**src/rtl/tick_timer_pkg.sv**
```systemverilog
package tick_timer_pkg;
    localparam int CTRL_OFFSET  = 0;
    localparam int CTRL_EN_BIT  = 0;
    localparam int CTRL_NMI_BIT = 1;
endpackage

```
**src/rtl/tick_timer_regs.sv**
```systemverilog
module tick_timer_regs
    import tick_timer_pkg::*;
#(
    parameter int DATA_W    = 8,
    parameter int NUM_BYTES = 3,
    parameter int ADDR_W    = 2,
    parameter int CNT_W     = DATA_W * NUM_BYTES
) (
    input  logic              clk_i,
    input  logic              rst_ni,
    input  logic              wr_i,
    input  logic [ADDR_W-1:0] addr_i,
    input  logic [DATA_W-1:0] wdata_i,
    output logic              en_o,
    output logic              nmi_sel_o,
    output logic [CNT_W-1:0]  interval_o,
    output logic              start_o
);
    typedef struct packed {
        logic             en;
        logic             nmi_sel;
        logic [CNT_W-1:0] interval;
    } regs_t;

    regs_t regs_d, regs_q;
    logic  ctrl_wr;

    assign ctrl_wr = wr_i && (addr_i == ADDR_W'(CTRL_OFFSET));

    always_comb begin
        regs_d = regs_q;
        if (ctrl_wr) begin
            regs_d.en      = wdata_i[CTRL_EN_BIT];
            regs_d.nmi_sel = wdata_i[CTRL_NMI_BIT];
        end
        for (int b = 0; b < NUM_BYTES; b++) begin
            if (wr_i && (addr_i == ADDR_W'(b + 1))) begin
                regs_d.interval[b*DATA_W +: DATA_W] = wdata_i;
            end
        end
    end

    always_ff @(posedge clk_i) begin
        if (!rst_ni) begin
            regs_q <= '0;
        end else begin
            regs_q <= regs_d;
        end
    end

    assign start_o    = ctrl_wr && wdata_i[CTRL_EN_BIT] && !regs_q.en;
    assign en_o       = regs_q.en;
    assign nmi_sel_o  = regs_q.nmi_sel;
    assign interval_o = regs_q.interval;
endmodule

```
**src/rtl/tick_timer_count.sv**
```systemverilog
module tick_timer_count #(
    parameter int CNT_W = 24
) (
    input  logic             clk_i,
    input  logic             rst_ni,
    input  logic             en_i,
    input  logic             clear_i,
    input  logic [CNT_W-1:0] interval_i,
    output logic [CNT_W-1:0] count_o,
    output logic             hit_o
);
    typedef struct packed {
        logic [CNT_W-1:0] count;
    } cnt_t;

    cnt_t             cnt_d, cnt_q;
    logic             running;
    logic [CNT_W-1:0] next_count;

    assign running    = en_i && (interval_i != '0);
    assign next_count = cnt_q.count + CNT_W'(1);
    assign hit_o      = running && (next_count == interval_i);

    always_comb begin
        cnt_d = cnt_q;
        if (clear_i) begin
            cnt_d.count = '0;
        end else if (running) begin
            cnt_d.count = hit_o ? '0 : next_count;
        end
    end

    always_ff @(posedge clk_i) begin
        if (!rst_ni) begin
            cnt_q <= '0;
        end else begin
            cnt_q <= cnt_d;
        end
    end

    assign count_o = cnt_q.count;
endmodule

```
**src/rtl/tick_timer_route.sv**
```systemverilog
module tick_timer_route (
    input  logic clk_i,
    input  logic rst_ni,
    input  logic hit_i,
    input  logic nmi_sel_i,
    output logic irq_o,
    output logic nmi_o
);
    typedef struct packed {
        logic irq;
        logic nmi;
    } route_t;

    route_t route_d, route_q;

    always_comb begin
        route_d.irq = hit_i && !nmi_sel_i;
        route_d.nmi = hit_i && nmi_sel_i;
    end

    always_ff @(posedge clk_i) begin
        if (!rst_ni) begin
            route_q <= '0;
        end else begin
            route_q <= route_d;
        end
    end

    assign irq_o = route_q.irq;
    assign nmi_o = route_q.nmi;
endmodule

```
**src/rtl/tick_timer.sv**
```systemverilog
module tick_timer
    import tick_timer_pkg::*;
#(
    parameter int DATA_W    = 8,
    parameter int NUM_BYTES = 3
) (
    input  logic        clk_i,
    input  logic        rst_ni,
    input  logic        cs_i,
    input  logic        we_i,
    input  logic [1:0]  addr_i,
    input  logic [7:0]  wdata_i,
    output logic [7:0]  rdata_o,
    output logic        irq_o,
    output logic        nmi_o
);
    localparam int CNT_W  = DATA_W * NUM_BYTES;
    localparam int ADDR_W = $clog2(NUM_BYTES + 1);

    typedef struct packed {
        logic [DATA_W-1:0] rdata;
    } bus_t;

    bus_t              bus_d, bus_q;
    logic              en;
    logic              nmi_sel;
    logic              start;
    logic              hit;
    logic [CNT_W-1:0]  interval;
    logic [CNT_W-1:0]  count;
    logic [DATA_W-1:0] cnt_bytes [NUM_BYTES];
    logic [ADDR_W-1:0] addr;
    logic [DATA_W-1:0] wdata;
    logic [DATA_W-1:0] ctrl_view;

    assign addr  = ADDR_W'(addr_i);
    assign wdata = DATA_W'(wdata_i);

    tick_timer_regs #(
        .DATA_W   (DATA_W),
        .NUM_BYTES(NUM_BYTES),
        .ADDR_W   (ADDR_W),
        .CNT_W    (CNT_W)
    ) u_regs (
        .clk_i     (clk_i),
        .rst_ni    (rst_ni),
        .wr_i      (cs_i && we_i),
        .addr_i    (addr),
        .wdata_i   (wdata),
        .en_o      (en),
        .nmi_sel_o (nmi_sel),
        .interval_o(interval),
        .start_o   (start)
    );

    tick_timer_count #(
        .CNT_W(CNT_W)
    ) u_count (
        .clk_i     (clk_i),
        .rst_ni    (rst_ni),
        .en_i      (en),
        .clear_i   (start),
        .interval_i(interval),
        .count_o   (count),
        .hit_o     (hit)
    );

    tick_timer_route u_route (
        .clk_i    (clk_i),
        .rst_ni   (rst_ni),
        .hit_i    (hit),
        .nmi_sel_i(nmi_sel),
        .irq_o    (irq_o),
        .nmi_o    (nmi_o)
    );

    for (genvar g = 0; g < NUM_BYTES; g++) begin : g_lane
        assign cnt_bytes[g] = count[g*DATA_W +: DATA_W];
    end

    always_comb begin
        ctrl_view               = '0;
        ctrl_view[CTRL_EN_BIT]  = en;
        ctrl_view[CTRL_NMI_BIT] = nmi_sel;
    end

    always_comb begin
        bus_d.rdata = '0;
        if (cs_i && !we_i) begin
            if (addr == ADDR_W'(CTRL_OFFSET)) begin
                bus_d.rdata = ctrl_view;
            end
            for (int b = 0; b < NUM_BYTES; b++) begin
                if (addr == ADDR_W'(b + 1)) begin
                    bus_d.rdata = cnt_bytes[b];
                end
            end
        end
    end

    always_ff @(posedge clk_i) begin
        if (!rst_ni) begin
            bus_q <= '0;
        end else begin
            bus_q <= bus_d;
        end
    end

    assign rdata_o = 8'(bus_q.rdata);
endmodule

```
**config.mk**
```make
export PLATFORM = sky130hd
export DESIGN_NAME = tick_timer
export DESIGN_NICKNAME = d
export VERILOG_FILES = /design/src/rtl/tick_timer_pkg.sv /design/src/rtl/tick_timer_regs.sv /design/src/rtl/tick_timer_count.sv /design/src/rtl/tick_timer_route.sv /design/src/rtl/tick_timer.sv
export SDC_FILE = /design/constraint.sdc
export NUM_CORES = 1
export LEC_CHECK = 0
export BUFFER_PORTS_ARGS = -buffer_cell sky130_fd_sc_hd__buf_2
export CORE_ASPECT_RATIO = 1.4
export CORE_MARGIN = 2
export CORE_UTILIZATION = 35
export CTS_BUF_LIST = sky130_fd_sc_hd__clkbuf_8 sky130_fd_sc_hd__clkbuf_16
export CTS_CLUSTER_DIAMETER = 200
export DETAILED_ROUTE_END_ITERATION = 8
export MAX_ROUTING_LAYER = met4
export PLACE_DENSITY = 0.58
export RECOVER_POWER = 50
export SKIP_LAST_GASP = 1
export SLEW_MARGIN = 20
export SYNTH_ARGS = -nofsm -noshare
export SYNTH_HDL_FRONTEND = slang
export SYNTH_SLANG_ARGS = --single-unit
```
**constraint.sdc**
```tcl
create_clock -name clk_i -period 7 [get_ports clk_i]
set_input_delay 0 -clock clk_i [delete_from_list [all_inputs] [get_ports clk_i]]
set_output_delay 0 -clock clk_i [all_outputs]
set_load 0.005 [all_outputs]
```
# Yosys cells after proc, flatten, opt, wreduce, memory -nomap -nowiden
# Cells that the tools add are included.
dict set report totals {
  memories 0
  romBits 0
  out_inout_bits 10
  ramBits 0
  reg_bits 60
  in_bits 14
  latch_bits 0
}
dict set report classes {
  addsub 1
  n_bitwise 1
  n_mul 0
  n_shift 0
  magnitude_cmp 0
  n_reduce_logical 19
  n_div 0
  n_eq_ne 4
  n_mux 5
}
# operator count
set op_table {}
lappend op_table {{$add A24 B1 Y24 const B} 1}
lappend op_table {{$eq A24 B24 Y1} 1}
lappend op_table {{$mux W24} 1}
lappend op_table {{$mux W8} 3}
lappend op_table {{$reduce_bool A24 Y1} 1}
lappend op_table {{$logic_and A1 B1 Y1} 12}
lappend op_table {{$eq A2 B2 Y1 const B} 2}
lappend op_table {{$logic_not A1 Y1} 3}
lappend op_table {{$eq A2 B1 Y1 const B} 1}
lappend op_table {{$logic_not A2 Y1} 1}
lappend op_table {{$mux W2} 1}
lappend op_table {{$reduce_and A2 Y1} 1}
lappend op_table {{$reduce_or A2 Y1} 1}
lappend op_table {{$not A1 Y1} 1}

# Depth between registers and ports, before layout
# Gate-level depths: netlist (run 1).
dict set report logic_depth {
  depth_word 5
  mapped_depth 10
  depth_no_buf 8
}

# Cells and area by module
# Synthesis (run 1) repeated with hierarchy kept, for this count alone.
dict set report unflattened {
  hier_cells 420
  hier_area_um2 3568.4
}
# module cells_per_inst seq_area_each_um2 area_per_inst_um2 n_inst
set modules_own_cells {}
lappend modules_own_cells {tick_timer_count 284 480.5 2098.3 1}
lappend modules_own_cells {tick_timer_regs 97 520.5 1004.7 1}
lappend modules_own_cells {tick_timer 35 160.2 409.1 1}
lappend modules_own_cells {tick_timer_route 4 40.0 56.3 1}

# Worst setup path before layout (run 1)
# No wires, ideal clock.
dict set report synth_path {
  kind {reg-to-reg}
  start {reg u_count.cnt_q (netlist bit u_count.count_o[1])}
  end {reg u_count.cnt_q (netlist bit u_count.count_o[10])}
  required_ps 6868
  t_arrival_ps 2536
  path_stages_with_launch 10
  synth_period_minus_slack_ps 2668
  setup_slack_ps 4332
  path_cell_list {dfxtp_1 -> ha_1 -> xor2_1 -> or3b_1 -> a311o_1 -> a2111oi_2 -> nand4_1 -> nor4_4 -> buf_6 -> nor3_1}
}
dict set report synth_via {
  elab_chain_cells 4
}
# item line
set synth_rtl {}
lappend synth_rtl {{from (decl)} tick_timer_count.sv:16} ;# cnt_t cnt_d, cnt_q;
lappend synth_rtl {{from (signal assigned)} tick_timer_count.sv:37} ;# cnt_q <= cnt_d;
lappend synth_rtl {{$add A24 B1 Y24 (*)} tick_timer_count.sv:21} ;# assign next_count = cnt_q.count + CNT_W'(1);
lappend synth_rtl {{$eq A24 B24 Y1} tick_timer_count.sv:22} ;# assign hit_o = running && (next_count == interval_i);
lappend synth_rtl {{$logic_and A1 B1 Y1} tick_timer_count.sv:22}
lappend synth_rtl {{$mux W24 (*)} tick_timer_count.sv:29} ;# cnt_d.count = hit_o ? '0 : next_count;
# Mark *: on every way between the ends. The rest lies on a longest branch, timed or not.
# A chain may end at the register's enable or synchronous reset.

# Worst setup path in the final report (run 1)
dict set report layout_path {
  start {reg u_count.cnt_q (netlist bit u_count.count_o[0])}
  end {reg u_count.cnt_q (netlist bit u_count.count_o[10])}
}
# The elaborated chain is that of the path after synthesis.

==> results of run 1 <==
[report_power, final]
part	internal, W	switching [W]
registers	0.000345	0.00000491
logic	0.0000172	0.0000266
clock network	0.000270	0.000156
total	0.000633	0.000187
[cells in the final DEF, fill, tap and decap left out, types with 2 or more instances in the layout]
| cell type | n |
|---|---|
| buf_2 | 12 |
| clkbuf_1 | 11 |
| buf_4 | 2 |
| or4_1 | 2 |
| clkinv_2 | 3 |
| nor4_4 | 2 |
| xor2_1 | 19 |
| xnor2_1 | 29 |
| mux2_2 | 5 |
| nor2b_1 | 6 |
| nand3b_1 | 3 |
| nand2_1 | 67 |
| a31oi_1 | 6 |
| nand4_1 | 20 |
| nand2b_1 | 2 |
| a22oi_1 | 6 |
| nor4_1 | 13 |
| nor3_1 | 28 |
| or3_1 | 4 |
| nand3_1 | 20 |
| mux2i_1 | 5 |
| a2111oi_2 | 2 |
| nand4_2 | 2 |
| o21ai_0 | 9 |
| clkbuf_16 | 9 |
| dfxtp_1 | 60 |
| mux4_2 | 2 |
| inv_1 | 5 |
| dlygate4sd3_1 | 9 |
| and3_1 | 5 |
| and4_1 | 6 |
| nor3b_1 | 2 |
| ha_1 | 2 |
| nor2_1 | 24 |
| a21oi_1 | 24 |
| a211oi_1 | 2 |
[worst min-delay path by stage]
stage | cells past startpoint | endpoint | from | slack, ns
after CTS | 3 | rdata_o[3]$_SDFF_PN0_ | addr_i[0] | 0.13
after global routing | 3 | rdata_o[3]$_SDFF_PN0_ | addr_i[0] | 0.17
final | 3 | rdata_o[3]$_SDFF_PN0_ | addr_i[0] | 0.13
after floorplan | 2 | u_regs.interval_o[0]$_SDFFE_PN0P_ | wdata_i[0] | 0.14
after detailed placement | 3 | u_regs.interval_o[7]$_SDFFE_PN0P_ | wdata_i[7] | 0.27
after global placement | 3 | u_regs.interval_o[7]$_SDFFE_PN0P_ | wdata_i[7] | 0.26
[logic make-up after synthesis]
logic type | after synthesis
multiplexers | 13
buffers and inverters | 33
XOR/XNOR | 49
flip-flops | 60
AO/OA/AOI/OAI | 57
AND/OR/NAND/NOR | 210
adder cells (fa/ha/maj) | 2
[synthesized netlist by cell type, types with 2 or more instances]
cell        n  area, um2
nor4_1     13      81.33
mux4_2      2      45.04
nor2b_1     6      37.54
dfxtp_1    60       1201
inv_1       4      15.01
nand2b_1    2      12.51
nand3_1    20      100.1
ha_1        2      25.02
buf_2       8      40.04
a2111oi_2   2      30.03
nand4_1    20      125.1
or3_1       4      25.02
o21ai_0     9      45.04
nand3b_1    3      22.52
clkbuf_1   11      41.29
buf_4       2      15.01
and4_1      6      52.55
nand4_2     2      25.02
a22oi_1     6      45.04
buf_6       4      45.04
buf_1       2      7.510
nand2_1    67      251.5
nor4_4      2      42.54
mux2i_1     5      50.05
xor2_1     19      166.4
or4_1       2      15.01
and3_1      5      31.28
a21oi_1    24      120.1
nor3_1     28      140.1
a211oi_1    2      15.01
nor3b_1     2      15.01
xnor2_1    29      254.0
nor2_1     24      90.09
mux2_2      6      67.56
a31oi_1     6      37.54
[per-layer routing]
layer	GRT usage, %	vias up	part of all wire [%]
met4	10.89	0	4.1
met1	24.70	1547	40
met5	-	-	0
met2	36.65	105	52
li1	-	1552	-
met3	4.201	32	3.9
[flip-flops by register name, summed over array words and instances, names as in the netlist]
name / count
u_count.count_o: 24
u_regs.interval_o: 24
rdata_o: 8
u_regs.en_o: 1
u_regs.nmi_sel_o: 1
u_route.irq_o: 1
u_route.nmi_o: 1
[through the flow]
step	std cells	hold WS, ns	util (%)	area (um2)	total power (W)
after global routing	580	0.1667	40.51	3966	0.0008424
after global placement	556	0.2634	36.84	3607	0.0003966
after CTS	580	0.1283	40.65	3980	0.0008226
after detailed placement	556	0.2703	36.84	3607	0.0003969
final	580	0.1315	40.51	3966	0.0008199
after floorplan	424	0.1360	-	3462	0.0003815
[critical path: stages, from the launching register on]
cell       delay, ns
dfxtp_1         0.59
ha_1            0.34
xor2_1          0.26
nand4_1         0.13
a311o_1         0.43
a2111oi_2       0.35
nand4_1         0.19
nor4_4          0.76
buf_4           0.33
nor3_1          0.07
[area by class of cell]
| cell class | instances | area (um2) |
|---|---|---|
| timing repair buffer | 34 | 206.4 |
| fill | 1042 | 5826 |
| multi-input combinational | 331 | 2088 |
| tap | 135 | 168.9 |
| clock buffer | 9 | 225.2 |
| clock inverter | 6 | 57.56 |
| sequential | 60 | 1201 |
| inverter | 5 | 18.77 |
[what timing repair did]
item	CTS	global route
hold buffers	9	0
endpoints found under the hold margin	25	0
buffers inserted	0	0
==> flow_metrics.py, run 1 <==
metrics = {
    "logic_synthesis": {
        "synth_warnings": 0,
        "synth_top_family_by_area": "simple AND/OR/NAND/NOR gates",
        "postSynthAreaPerCell_um2": 8.165,
        "synthAdderAreaFrac_pct": 0.7228,
        "ys_types": 50,
        "synth-simple-area-share_pct": 31.88,
        "synth_fp_nets": 440,
        "yosys.area_share.xor_xnor_pct": 12.61,
        "synth_ff_type": "dfxtp_1",
        "synth-edff-count": 0,
        "ys_seq_area_share_pct": 34.69,
        "synth-async-reset-ratio_pct": 0,
        "syn-instance-count": 424,
        "synth_compound_area_share_pct": 10.41,
        "ys_ff_latch": 60,
        "syn-cell-area_um2": 3462,
        "synth_mux_area_share_pct": 4.698,
    },
    "global_route": {
        "grt.total_usage_pct": 21.91,
        "grt_pass1_vias": 3119,
        "overflow": 0,
        "antenna_found_initial": 0,
        "grt_pass1_wl_um": 16870,
        "grt_max_degree": 28,
    },
    "setup_path": {
        "crit_fanout": 14,
        "cp.required_ns": 7.18,
        "startpoint": "u_count.count_o[0]$_SDFFE_PP0P_",
        "critPathKind": "register to register",
        "critPathArrivalTime_ns": 3.80,
        "endpoint_kind": "register",
        "r2r_slack_ns": 3.38,
        "endpoint": "u_count.count_o[10]$_SDFFE_PP0P_",
        "rr_startpoint": "u_count.count_o[0]$_SDFFE_PP0P_",
        "start_kind": "register",
        "rr_worst_depth": 9,
        "r2r_end": "u_count.count_o[10]$_SDFFE_PP0P_",
    },
    "timing": {
        "tns_ns": 0,
        "hold_violations": 0,
        "fin_crit_ns": 3.616,
        "finalSetupViolations": 0,
        "fin_crit_sh_pct": 51.66,
        "fmax_mhz": 276.6,
        "worst_pin_slew_ns": 0.8792,
        "slew_headroom_pct": 40.94,
        "finalWorstSetupSlack_ns": 3.384,
        "rsz0062_at_grt": "false",
        "fin_skew_ns": 0.009769,
        "drv_slew": 0,
    },
    "drt": {
        "routedWlPerCell_um": 18.28,
        "via_count": 3236,
        "drtIter0Drc": 265,
        "drt_first_pass_iters": 5,
        "drc_errors": 0,
        "final_antenna_net_count": 0,
        "viasPerCell": 5.579,
        "wl_um": 10600,
    },
    "clocking": {
        "root_buffer": "clkbuf_16",
        "htree_levels": 3,
        "clk_pin_slew_worst_paths_ns": 0.05,
        "clock-sinks": 60,
        "clk_latency_ns": 0.34,
        "cts_max_path_buffers": 2,
        "cts_tree": "built",
        "ctsResizeCount": 0,
        "cts_buffers": 9,
    },
    "floorplanning": {
        "num_rows": 43,
        "ios": 24,
        "die_w_um": 88.06,
        "chipHeight_um": 121.7,
        "core_region_area_um2": 9792,
        "dieArea_um2": 10710,
        "initial_core_util_pct": 35.36,
    },
    "placed_design": {
        "dp_slack_ns": 3.405,
        "io_buffers": 23,
        "gp_congestion": 0.9617,
        "hpwl_um": 7982,
    },
    "layout": {
        "num_antenna_cells": 0,
        "nNetsFinal": 457,
        "drive_gt1_share_pct": 9.663,
        "syn_to_final_growth_pct": 14.56,
    },
    "hold_path": {
        "hold_class": "input port to register",
    },
    "outcome": {
        "status": "finished, final reports clean",
    },
    "flow_run": {
        "drv_cap": 0,
    },
    "power": {
        "p_leak_nw": 1.321,
        "ir_drop_mv": 0.1492,
        "power_per_cell_area_nw_per_um2": 206.7,
    },
}
Power figures use the tool's default switching activity.
==> run 2, diff against run 1 <==
Clock period 7 ns to 3.35 ns, I/O delays scaled along.
==> flow_metrics.py, run 2 (same netlist as run 1, synthesis figures left out) <==
metrics = {
    "drt": {
        "routedWlPerCell_um": 17.84,
        "final_antenna_net_count": 0,
        "via_count": 3287,
        "drtIter0Drc": 339,
        "drc_errors": 0,
        "drt_first_pass_iters": 5,
        "wl_um": 10550,
        "viasPerCell": 5.562,
    },
    "clocking": {
        "cts_buffers": 9,
        "clk_pin_slew_worst_paths_ns": 0.05,
        "ctsHoldBuffers": 9,
        "cts_setup_buffers": 0,
        "ctsResizeCount": 0,
        "cts_tree": "built",
        "root_buffer": "clkbuf_16",
        "clock-sinks": 60,
        "cts_max_path_buffers": 2,
        "htree_levels": 3,
        "clk_latency_ns": 0.34,
    },
    "setup_path": {
        "rr_worst_depth": 8,
        "cp_slowest_stage_delay_ns": 0.62,
        "critPathKind": "register to register",
        "cp.required_ns": 3.54,
        "r2r_slack_ns": 0.32,
        "r2r_end": "u_count.count_o[1]$_SDFFE_PP0P_",
        "rr_startpoint": "u_count.count_o[3]$_SDFFE_PP0P_",
        "startpoint": "u_count.count_o[3]$_SDFFE_PP0P_",
        "start_kind": "register",
        "path_buf_inv": 1,
        "worst_path_max_delay_cell": "nor4_4",
        "endpoint_kind": "register",
        "crit_fanout": 19,
        "crit_path_cell_trace": "nand4_1 -> nor4_4 -> mux2i_1 -> a2111oi_2 -> nand4_1 -> nor4_4 -> buf_4 -> o22ai_1",
        "crit_family": "simple AND/OR/NAND/NOR gates",
        "critPathArrivalTime_ns": 3.21,
    },
    "flow_run": {
        "drv_cap": 0,
    },
    "floorplanning": {
        "core_region_area_um2": 9792,
        "num_rows": 43,
        "ios": 24,
        "die_w_um": 88.06,
        "initial_core_util_pct": 35.36,
        "chipHeight_um": 121.7,
        "dieArea_um2": 10710,
    },
    "hold_path": {
        "hold_class": "input port to register",
        "hp-start": "addr_i[0]",
        "worstHoldEndpoint": "rdata_o[3]$_SDFF_PN0_",
        "min_path_cells": 3,
    },
    "global_route": {
        "grt_pass1_vias": 3135,
        "grt_max_degree": 28,
        "antenna_found_initial": 0,
        "grt.total_usage_pct": 21.44,
        "overflow": 0,
        "grt_pass1_wl_um": 16780,
    },
    "power": {
        "p_clk_share_pct": 50.3,
        "power_per_cell_area_nw_per_um2": 410.6,
        "power_w": 0.001655,
        "p_seq_share_pct": 44.2,
        "p_sw_share_pct": 23.36,
        "p_leak_nw": 1.371,
        "p_comb_share_pct": 5.5,
        "ir_drop_mv": 0.2812,
        "net-switching-power_w": 0.0003866,
        "internal_power_w": 0.001268,
    },
    "timing": {
        "fin_crit_ns": 3.026,
        "hold_violations": 0,
        "tns_ns": 0,
        "finalSetupViolations": 0,
        "rsz0062_at_grt": "false",
        "worst_pin_slew_ns": 0.9442,
        "drv_slew": 0,
        "fin_crit_sh_pct": 90.32,
        "fmax_mhz": 330.5,
        "slew_headroom_pct": 36.90,
        "fin_skew_ns": 0.003924,
    },
    "layout": {
        "final_cell_mix": "67 x nand2_1, 60 x dfxtp_1, 29 x xnor2_1",
        "drive_gt1_share_pct": 12.28,
        "num_antenna_cells": 0,
        "final_common_cell": "nand2_1",
        "nNetsFinal": 467,
        "syn_to_final_growth_pct": 16.41,
    },
    "placed_design": {
        "io_buffers": 23,
        "hpwl_um": 7867,
        "gp_congestion": 0.9434,
    },
    "outcome": {
        "status": "finished, final reports clean",
    },
}
-- run 2: area by class of cell --
type | instances | area, um2
clock buffer | 10 | 239.0
clock inverter | 6 | 31.28
fill | 1033 | 5762
inverter | 5 | 18.77
multi-input combinational | 331 | 2088
sequential | 60 | 1201
tap | 135 | 168.9
timing repair buffer | 44 | 282.8
-- run 2: stage by stage --
step	cells	cell area [um2]	hold slack, ns	worst slack, ns	utilization, %
3_3_place_gp	566	3682	0.2637	0.3805	37.61
3_5_place_dp	566	3682	0.2722	0.3660	37.61
2_1_floorplan	424	3462	0.1360	0.6819	-
5_1_grt	591	4030	0.1784	0.1521	41.16
6_report	591	4030	0.1256	0.3243	41.16
4_1_cts	591	4043	0.1307	0.3679	41.29
-- run 2: tightest hold or removal path, stage by stage --
cell     delay (ns)
buf_2          0.24
a22oi_1        0.11
nor2_1         0.08
-- run 2: routing by layer --
metal | routed length (um) | track usage (%)
met1 | 4310 | 25.21
met2 | 5287 | 34.75
met4 | 527 | 10.80
met5 | 0 | -
met3 | 421 | 3.930
-- run 2: power by group through the flow --
| stage | combinational [W] | sequential, W | clock, W |
|---|---|---|---|
| 5_1_grt | 0.000102 | 0.000732 | 0.000865 |
| 6_report | 0.0000917 | 0.000731 | 0.000832 |
| 3_5_place_dp | 0.0000839 | 0.000746 | 0 |
| 3_3_place_gp | 0.0000833 | 0.000746 | 0 |
| 4_1_cts | 0.0000919 | 0.000731 | 0.000841 |
| 2_1_floorplan | 0.0000556 | 0.000742 | 0 |
-- run 2: worst max-delay path by stage --
| stage | cells after the start | to | slack [ns] |
|---|---|---|---|
| floorplan | 9 | u_count.count_o[10]$_SDFFE_PP0P_ | 0.68 |
| global placement | 8 | u_count.count_o[1]$_SDFFE_PP0P_ | 0.38 |
| detailed placement | 9 | u_count.count_o[1]$_SDFFE_PP0P_ | 0.37 |
| CTS | 9 | u_count.count_o[1]$_SDFFE_PP0P_ | 0.37 |
| global route | 9 | u_count.count_o[1]$_SDFFE_PP0P_ | 0.15 |
| finish | 8 | u_count.count_o[1]$_SDFFE_PP0P_ | 0.32 |
